**config.mk**
```make
export PLATFORM = sky130hd
export DESIGN_NAME = regSlaveTwoWire
export DESIGN_NICKNAME = d
export VERILOG_FILES = /design/src/rtl/twsPkg.sv /design/src/rtl/twsDatapath.sv /design/src/rtl/twsControl.sv /design/src/rtl/regSlaveTwoWire.sv
export SDC_FILE = /design/constraint.sdc
export NUM_CORES = 1
export LEC_CHECK = 0
export BUFFER_PORTS_ARGS = -buffer_cell sky130_fd_sc_hd__buf_2
export CAP_MARGIN = 25
export CORE_MARGIN = 4
export CORE_UTILIZATION = 64
export DETAILED_ROUTE_END_ITERATION = 10
export GPL_TIMING_DRIVEN = 0
export PLACE_DENSITY_LB_ADDON = 0.15
export SLEW_MARGIN = 20
export SYNTH_ARGS = -nofsm -noshare
export SYNTH_HDL_FRONTEND = slang
export SYNTH_SLANG_ARGS = --single-unit
```
**constraint.sdc**
```tcl
create_clock -name clk -period 4.11 [get_ports clk]
set_input_delay 0.411 -clock clk [delete_from_list [all_inputs] [get_ports clk]]
set_output_delay 0.411 -clock clk [all_outputs]
set_load 0.005 [all_outputs]
```
**src/rtl/twsPkg.sv**
```systemverilog
package twsPkg;

  localparam logic [3:0] DEV_PREFIX = 4'b1011;

  typedef enum logic [2:0] {
    ST_IDLE,
    ST_ADDR,
    ST_ADDR_ACK,
    ST_RX,
    ST_RX_ACK,
    ST_TX,
    ST_TX_ACK
  } twsState_e;

  typedef struct packed {
    logic shiftIn;
    logic loadPtr;
    logic writeReg;
    logic incPtr;
    logic loadTx;
    logic shiftTx;
  } twsStrobe_t;

endpackage

```
**src/rtl/twsDatapath.sv**
```systemverilog
module twsDatapath
  import twsPkg::*;
#(
  parameter int REG_COUNT   = 8,
  parameter int NV_FIRST    = 4,
  parameter int BUSY_CYCLES = 300,
  parameter int ADDR_REG    = 0
) (
  input  logic       clk,
  input  logic       rstN,
  input  logic       sclIn,
  input  logic       sdaIn,
  input  twsStrobe_t strobe,
  output logic       sclHigh,
  output logic       sclRise,
  output logic       sclFall,
  output logic       startDet,
  output logic       stopDet,
  output logic       sdaBit,
  output logic       addrMatch,
  output logic       rwBit,
  output logic       txBit,
  output logic       busy
);

  localparam int PTR_W = $clog2(REG_COUNT);
  localparam int CNT_W = $clog2(BUSY_CYCLES + 1);
  localparam logic [PTR_W-1:0] NV_LO   = PTR_W'(NV_FIRST);
  localparam logic [CNT_W-1:0] CNT_TOP = CNT_W'(BUSY_CYCLES);

  logic [1:0]       sclSync, sdaSync;
  logic             sclPrev, sdaPrev;
  logic [7:0]       rxByte, txByte;
  logic [PTR_W-1:0] ptr;
  logic             nvDirty;
  logic [CNT_W-1:0] busyCnt;
  logic [7:0]       regs [REG_COUNT];

  // two-stage synchronizers and one stage of history for edge detection
  always_ff @(posedge clk or negedge rstN) begin
    if (!rstN) begin
      sclSync <= 2'b11;
      sdaSync <= 2'b11;
      sclPrev <= 1'b1;
      sdaPrev <= 1'b1;
    end else begin
      sclSync <= {sclSync[0], sclIn};
      sdaSync <= {sdaSync[0], sdaIn};
      sclPrev <= sclSync[1];
      sdaPrev <= sdaSync[1];
    end
  end

  assign sclHigh  = sclSync[1];
  assign sdaBit   = sdaSync[1];
  assign sclRise  = sclSync[1] & ~sclPrev;
  assign sclFall  = ~sclSync[1] & sclPrev;
  assign startDet = sclSync[1] & sclPrev & sdaPrev & ~sdaSync[1];
  assign stopDet  = sclSync[1] & sclPrev & ~sdaPrev & sdaSync[1];

  // shifters, pointer, non-volatile tracking
  always_ff @(posedge clk or negedge rstN) begin
    if (!rstN) begin
      rxByte  <= '0;
      txByte  <= '0;
      ptr     <= '0;
      nvDirty <= 1'b0;
      busyCnt <= '0;
    end else begin
      if (strobe.shiftIn) rxByte <= {rxByte[6:0], sdaBit};

      if (strobe.loadTx)       txByte <= regs[ptr];
      else if (strobe.shiftTx) txByte <= {txByte[6:0], 1'b0};

      if (strobe.loadPtr)                         ptr <= rxByte[PTR_W-1:0];
      else if (strobe.writeReg || strobe.incPtr)  ptr <= ptr + 1'b1;

      if (stopDet)                                nvDirty <= 1'b0;
      else if (strobe.writeReg && (ptr >= NV_LO)) nvDirty <= 1'b1;

      if (stopDet && nvDirty)  busyCnt <= CNT_TOP;
      else if (busyCnt != '0)  busyCnt <= busyCnt - 1'b1;
    end
  end

  // register bank, one flop group per entry
  for (genvar g = 0; g < REG_COUNT; g++) begin : g_reg
    always_ff @(posedge clk or negedge rstN) begin
      if (!rstN)
        regs[g] <= '0;
      else if (strobe.writeReg && (ptr == PTR_W'(g)))
        regs[g] <= rxByte;
    end
  end

  assign busy      = (busyCnt != '0);
  assign rwBit     = rxByte[0];
  assign txBit     = txByte[7];
  assign addrMatch = (rxByte[7:4] == DEV_PREFIX) &&
                     (rxByte[3:1] == regs[ADDR_REG][2:0]) && !busy;

endmodule

```
**src/rtl/twsControl.sv**
```systemverilog
module twsControl
  import twsPkg::*;
(
  input  logic       clk,
  input  logic       rstN,
  input  logic       sclRise,
  input  logic       sclFall,
  input  logic       startDet,
  input  logic       stopDet,
  input  logic       sdaBit,
  input  logic       addrMatch,
  input  logic       rwBit,
  input  logic       txBit,
  output twsStrobe_t strobe,
  output twsState_e  state,
  output logic       sdaDriveLow
);

  logic [3:0] bitCnt;
  logic       rwFlag, expectPtr, masterAck;
  logic       byteFull;

  assign byteFull = (bitCnt == 4'd8);

  always_comb begin
    strobe = '0;
    case (state)
      ST_ADDR: strobe.shiftIn = sclRise && !byteFull;
      ST_RX: begin
        strobe.shiftIn  = sclRise && !byteFull;
        strobe.loadPtr  = sclFall && byteFull && expectPtr;
        strobe.writeReg = sclFall && byteFull && !expectPtr;
      end
      ST_ADDR_ACK: strobe.loadTx = sclFall && rwFlag;
      ST_TX: begin
        strobe.shiftTx = sclFall && !byteFull;
        strobe.incPtr  = sclFall && byteFull;
      end
      ST_TX_ACK: strobe.loadTx = sclFall && masterAck;
      default: ;
    endcase
  end

  always_ff @(posedge clk or negedge rstN) begin
    if (!rstN) begin
      state     <= ST_IDLE;
      bitCnt    <= '0;
      rwFlag    <= 1'b0;
      expectPtr <= 1'b0;
      masterAck <= 1'b0;
    end else if (startDet) begin
      state  <= ST_ADDR;
      bitCnt <= '0;
    end else if (stopDet) begin
      state <= ST_IDLE;
    end else begin
      case (state)
        ST_ADDR: begin
          if (sclRise && !byteFull) bitCnt <= bitCnt + 4'd1;
          if (sclFall && byteFull) begin
            if (addrMatch) begin
              state  <= ST_ADDR_ACK;
              rwFlag <= rwBit;
            end else begin
              state <= ST_IDLE;
            end
          end
        end
        ST_ADDR_ACK: if (sclFall) begin
          bitCnt    <= '0;
          expectPtr <= !rwFlag;
          state     <= rwFlag ? ST_TX : ST_RX;
        end
        ST_RX: begin
          if (sclRise && !byteFull) bitCnt <= bitCnt + 4'd1;
          if (sclFall && byteFull) state <= ST_RX_ACK;
        end
        ST_RX_ACK: if (sclFall) begin
          bitCnt    <= '0;
          expectPtr <= 1'b0;
          state     <= ST_RX;
        end
        ST_TX: begin
          if (sclRise && !byteFull) bitCnt <= bitCnt + 4'd1;
          if (sclFall && byteFull) state <= ST_TX_ACK;
        end
        ST_TX_ACK: begin
          if (sclRise) masterAck <= !sdaBit;
          if (sclFall) begin
            bitCnt <= '0;
            state  <= masterAck ? ST_TX : ST_IDLE;
          end
        end
        default: state <= ST_IDLE;
      endcase
    end
  end

  assign sdaDriveLow = (state == ST_ADDR_ACK) || (state == ST_RX_ACK) ||
                       ((state == ST_TX) && !txBit);

endmodule

```
**src/rtl/regSlaveTwoWire.sv**
```systemverilog
module regSlaveTwoWire
  import twsPkg::*;
#(
  parameter int REG_COUNT   = 8,
  parameter int NV_FIRST    = 4,
  parameter int BUSY_CYCLES = 300,
  parameter int ADDR_REG    = 0
) (
  input  logic clk,
  input  logic rstN,
  input  logic sclIn,
  input  logic sdaIn,
  output logic sdaDriveLow,
  output logic busy
);

  twsStrobe_t strobe;
  twsState_e  ctrlState;
  logic sclHigh, sclRise, sclFall, startDet, stopDet;
  logic sdaBit, addrMatch, rwBit, txBit;

  twsDatapath #(
    .REG_COUNT(REG_COUNT), .NV_FIRST(NV_FIRST),
    .BUSY_CYCLES(BUSY_CYCLES), .ADDR_REG(ADDR_REG)
  ) u_dp (
    .clk(clk), .rstN(rstN), .sclIn(sclIn), .sdaIn(sdaIn), .strobe(strobe),
    .sclHigh(sclHigh), .sclRise(sclRise), .sclFall(sclFall),
    .startDet(startDet), .stopDet(stopDet), .sdaBit(sdaBit),
    .addrMatch(addrMatch), .rwBit(rwBit), .txBit(txBit), .busy(busy)
  );

  twsControl u_ctl (
    .clk(clk), .rstN(rstN), .sclRise(sclRise), .sclFall(sclFall),
    .startDet(startDet), .stopDet(stopDet), .sdaBit(sdaBit),
    .addrMatch(addrMatch), .rwBit(rwBit), .txBit(txBit),
    .strobe(strobe), .state(ctrlState), .sdaDriveLow(sdaDriveLow)
  );

endmodule

```
Word-level counts from Yosys, hierarchy flattened
Index checks and enable logic that the tools add are counted.

Bits in registers: 109. Output and inout bits: 2. Word-level logic and storage cells: 149.

$add $sub $neg: 3. $lt $le $gt $ge: 2. Equal/unequal tests: 27. Mux-type cells: 36. Bitwise operators: 14. Reduce and logical (&&, ||, !) cells: 45.

Operators with widths (number): 3-bit two-way mux (12); 8-bit two-way mux (4); 8-bit binary-select mux with 3-bit select (1); 4-bit by 3-bit inequality test with 1-bit output, second input constant (6); 3-bit equality test, second input constant (7); 1-bit logical AND (20); 9-bit two-way mux (2); 3-bit one-hot mux with 6 select lines (1); 4-bit two-way mux (4); 3-bit by 2-bit equality test with 1-bit output, second input constant (4); 5-bit AND reduction (2); 2-bit nonzero test (5); 9-bit nonzero test (1); 9-bit by 1-bit subtractor with 9-bit output, second input constant (1); 4-bit equality test, second input constant (2); 4-bit one-hot mux with 2 select lines (1); 4-bit AND reduction (2); 1-bit AND (7); 1-bit two-way mux (7); 3-bit by 1-bit equality test with 1-bit output, second input constant (2); 1-bit logical NOT (6); 3-bit by 1-bit inequality test with 1-bit output, second input constant (2); 1-bit inverter (6); 6-bit AND reduction (1); 15 further kinds (21).

Longest topological paths before layout
Word-level depth: 8. Mapped depth: 8.

Hierarchy
From an unflattened synthesis, not the netlist that was laid out.

Cell total of the unflattened synthesis: 424. Area, all modules: 5305.1 µm².

Modules (own cells, without submodules): twsDatapath (instances 1, cells an instance 335, area each 4546.9 µm², sequential area each 2484.9 µm²); twsControl (instances 1, cells an instance 89, area each 758.2 µm², sequential area each 250.2 µm²).

Worst setup path after synthesis
Ideal clock, no wire load.

Path type: reg2reg. Start point: register u_ctl.bitCnt[0]. End point: register u_dp.regs[16] (netlist bit). Data arrival time: 1.893 ns. Setup slack: 2.092 ns. Cell stages (with the launch flop): 8. Period minus slack after synthesis: 2.018 ns. Cell sequence: dfrtp_1 inv_1 ha_1 nand3b_2 nor4_4 and3_1 buf_4 mux2_2.

Longest elaborated chain between the ends: 5.

RTL lines: start: declaration (RTL line twsControl.sv:19) `logic [3:0] bitCnt;`; start signal: assignment (RTL line twsControl.sv:59) `if (sclRise && !byteFull) bitCnt <= bitCnt + 4'd1;`; start signal: assignment (RTL line twsControl.sv:75) `if (sclRise && !byteFull) bitCnt <= bitCnt + 4'd1;`; start signal: assignment (RTL line twsControl.sv:84) `if (sclRise && !byteFull) bitCnt <= bitCnt + 4'd1;`; 4-bit equality test (RTL line twsControl.sv:23) `assign byteFull = (bitCnt == 4'd8);`; 1-bit logical AND (2 in a row) (RTL line twsControl.sv:32) `strobe.writeReg = sclFall && byteFull && !expectPtr;`; 2-bit two-way mux (RTL line twsControl.sv:27) `case (state)`; 1-bit logical AND (RTL line twsDatapath.sv:91) `else if (strobe.writeReg && (ptr == PTR_W'(g)))`; end signal: indexed assignment (RTL line twsDatapath.sv:92) `regs[g] <= rxByte;`; end: declaration (RTL line twsDatapath.sv:37) `logic [7:0] regs [REG_COUNT];`.

No other way between the ends. A chain may end at the register's enable or synchronous reset.

Worst setup path after layout
Start point: register u_dp.ptr[1]. End point: register u_dp.regs[24] (netlist bit).

Longest elaborated chain between the ends: 2.

RTL lines: start: declaration (RTL line twsDatapath.sv:34) `logic [PTR_W-1:0] ptr;`; start signal: assignment (RTL line twsDatapath.sv:75) `if (strobe.loadPtr) ptr <= rxByte[PTR_W-1:0];`; start signal: assignment (RTL line twsDatapath.sv:76) `else if (strobe.writeReg || strobe.incPtr) ptr <= ptr + 1'b1;`; 3-bit equality test (RTL line twsDatapath.sv:91); 1-bit logical AND (RTL line twsDatapath.sv:91).

No other way between the ends.

==> reports/results.ini <==
[status]
outcome=completed

[clock_network]
cts_tree=done
htree_levels=3
clkTransAtPathRegs_ns=0.10
clk_path_buf_depth=2
cts-resized-gates=0
cts_sinks=109
cts_root_buf=clkbuf_8
cts_buffers=9
insertion_delay_ns=0.37
postCtsSetupRepairBufs=0

[global_routing]
gr-total-overflow=0
track_usage_pct=22.59
grt_start_max_net_pins=67
grt_first_pass_wirelength_mm=17.11
grt_pass1_vias=3342
antenna_found_initial=0

[drt]
detail_route.first_pass.iterations=4
route.detailed.drc=0
first_iter_violations=206
vias_per_cell=6.272
avgRoutedWirePerCell_um=19.01
vias=3343
drt-total-wl_mm=10.13
ant_nets=0

[timing]
max_freq_mhz=377.3
min_period_over_period_pct=64.49
finalSetupViolCount=0
fin_crit_ns=2.651
slew_headroom_pct=44.48
finClkSkew_ns=0.01013
worst_slack_ns=1.459
drv_slew=0
holdWs_ns=0.1327
fin_setup_tns_ns=0
worst_pin_slew_ns=0.8252
hold_viol=0
rsz0062_at_grt=false

[layout]
fillCellCount=528
antenna_cells=0
final_core_util_pct=72.04
final_nets=439
syn_to_final_growth_pct=7.794
drive_above_1_share_pct=31.79

[synth]
postSynthAreaPerCell_um2=12.79
synth-edff-count=0
ys_warn_count=0
ys_seq_area_share_pct=52.42
syn_inst=408
synth.distinct_cells=54
synth_nets=421
syn_area_um2=5218
ys_seq_elements=109
ys.flop_type=dfrtp_1
synthArstFlopShare_pct=100.0

[setup_path]
timing.rr.start=u_dp.ptr[1]
cpMaxStageDelayCell=buf_1
crit_path_max_incr_delay_ns=0.56
cp-end-kind=flip-flop
cp_cell_sequence=clkbuf_1 -> buf_1 -> inv_1 -> ha_1 -> nand2_1 -> mux2_2
cp-startpoint=u_dp.ptr[1]
crit_arrival_ns=2.91
start_kind=flip-flop
critical_path_required_ns=4.37
worst-setup-path-type=flip-flop to flip-flop
cp_max_fo=10

[pwr]
irDropWorstVdd_mv=0.2140
comb_power_share_pct=3.4
seq_power_share_pct=59.8
powerDensity_nw_per_um2=324.7
switchingPower_uw=430.9
internal-power_mw=1.395
power.share.clock_pct=36.7
leakage_nw=2.614
switching_share_pct=23.60

[place]
place_congestion=0.8190
hpwlAfterDp_mm=6.918
pre_cts_ws_ns=1.485
io_buffers=5

[floorplan]
dieArea_um2=9661
initial_core_util_pct=66.83
ios=6
die_h_um=98.29
die_x_um=98.29
rows=32
core_um2=7807

[hold_path]
holdCritPathClass=input port to flip-flop
min-delay-start=sdaIn

[run]
cap_viol_max_count=0

## power groups by stage
stage	Combinational (mW)	Clock (mW)	Sequential (mW)
2_1_floorplan	0.0270	0	1.11
3_3_place_gp	0.0564	0	1.11
3_5_place_dp	0.0625	0	1.11
4_1_cts	0.0638	0.684	1.09
5_1_grt	0.0721	0.736	1.09
6_report	0.0627	0.671	1.09
## layout by cell type, fill, tap and decap left out, drive strengths merged, types with 7 or more instances in the layout
| cell type | count |
|---|---|
| a21oi | 14 |
| a221o | 7 |
| buf | 14 |
| clkbuf | 25 |
| dfrtp | 103 |
| ha | 9 |
| inv | 14 |
| mux2 | 75 |
| mux4 | 16 |
| nand2 | 42 |
| nand3 | 9 |
| nor2 | 9 |
| o21ai | 11 |
## metrics by stage
step                cell area [um^2]  total power, mW  instances
floorplan                       5218            1.138        408
global placement                5370            1.169        515
detailed placement              5404            1.176        516
CTS                             5624            1.841        533
global route                    5624            1.902        533
finish                          5624            1.826        533
## logic make-up (layout without fill, tap and decap cells)
logic type,count (synthesis),in the layout,share of synthesized area [%]
XOR/XNOR,6,6,1.007
adder cells (fa/ha/maj),9,9,2.158
AND/OR/NAND/NOR,101,101,10.98
flip-flops,109,109,52.42
multiplexers,96,96,24.05
AO/OA/AOI/OAI,51,51,6.571
buffers and inverters,36,59,2.806
## repair_timing
action	CTS	global route
endpoints found under the hold margin	43	0
hold buffers	1	0
endpoints found under the setup margin	0	0
## worst max-delay path, delay by kind of cell (launching register included)
kind | cells | cell delay (ns)
muxes | 1 | 0.38
and+or+nand+nor | 1 | 0.33
buffers and inverters | 3 | 1.17
adders and majority gates | 1 | 0.25
DFF | 1 | 0.40
## layer usage
layer  global-route usage (%)  vias to the layer above  wire length, um
li1                         -                     1522                -
met1                    30.65                     1730             4576
met2                    37.29                       80             5074
met3                    5.429                       11              360
met4                    5.252                        0              123
met5                        0                        -                0
## cells in the mapped netlist, drive strengths merged (8+ instances only)
cell | instances | area (um^2)
nor2 | 9 | 33.78
o21ai | 11 | 55.05
nand3 | 9 | 60.06
mux4 | 16 | 360.4
ha | 9 | 112.6
inv | 13 | 48.80
nand2 | 42 | 162.6
a21oi | 14 | 70.07
clkbuf | 15 | 56.30
dfrtp | 103 | 2577
mux2 | 75 | 844.6
buf | 8 | 41.29
## final cells by class
type	count	area [um^2]	share of cell area (%)
Sequential cell	109	2735	48.63
Multi-Input combinational cell	263	2336	41.54
Clock buffer	10	127.6	2.269
Tap cell	102	127.6	2.269
Buffer	23	97.59	1.735
Clock inverter	6	82.58	1.468
Timing Repair Buffer	7	68.82	1.224
Inverter	13	48.80	0.8676
## registers in the layout, indices dropped and copies added, names as in the netlist
register / cells
u_dp.regs: 64
u_dp.busyCnt: 9
u_dp.rxByte: 8
u_dp.txByte: 8
u_ctl.bitCnt: 4
u_ctl.state: 3
u_dp.ptr: 3
u_dp.sclSync: 2
u_dp.sdaSync: 2
u_ctl.expectPtr: 1
u_ctl.masterAck: 1
u_ctl.rwFlag: 1
u_dp.nvDirty: 1
u_dp.sclPrev: 1
u_dp.sdaPrev: 1
## path summary, 6_finish.rpt
| path | to | slack, ns | depth (start not counted) |
|---|---|---|---|
| setup reg to reg | u_dp.regs[24] | 1.46 | 6 |
| setup / recovery | u_dp.regs[24] | 1.46 | 6 |
| hold reg to reg | u_dp.sclSync[1] | 0.36 | 0 |
| max in group asynchronous | u_dp.sclPrev | 2.91 | 3 |
| hold / removal | u_dp.sdaSync[0] | 0.13 | 1 |
| min in group asynchronous | u_ctl.bitCnt[2] | 0.52 | 2 |
No activity file was read; power rests on OpenSTA's default activity.
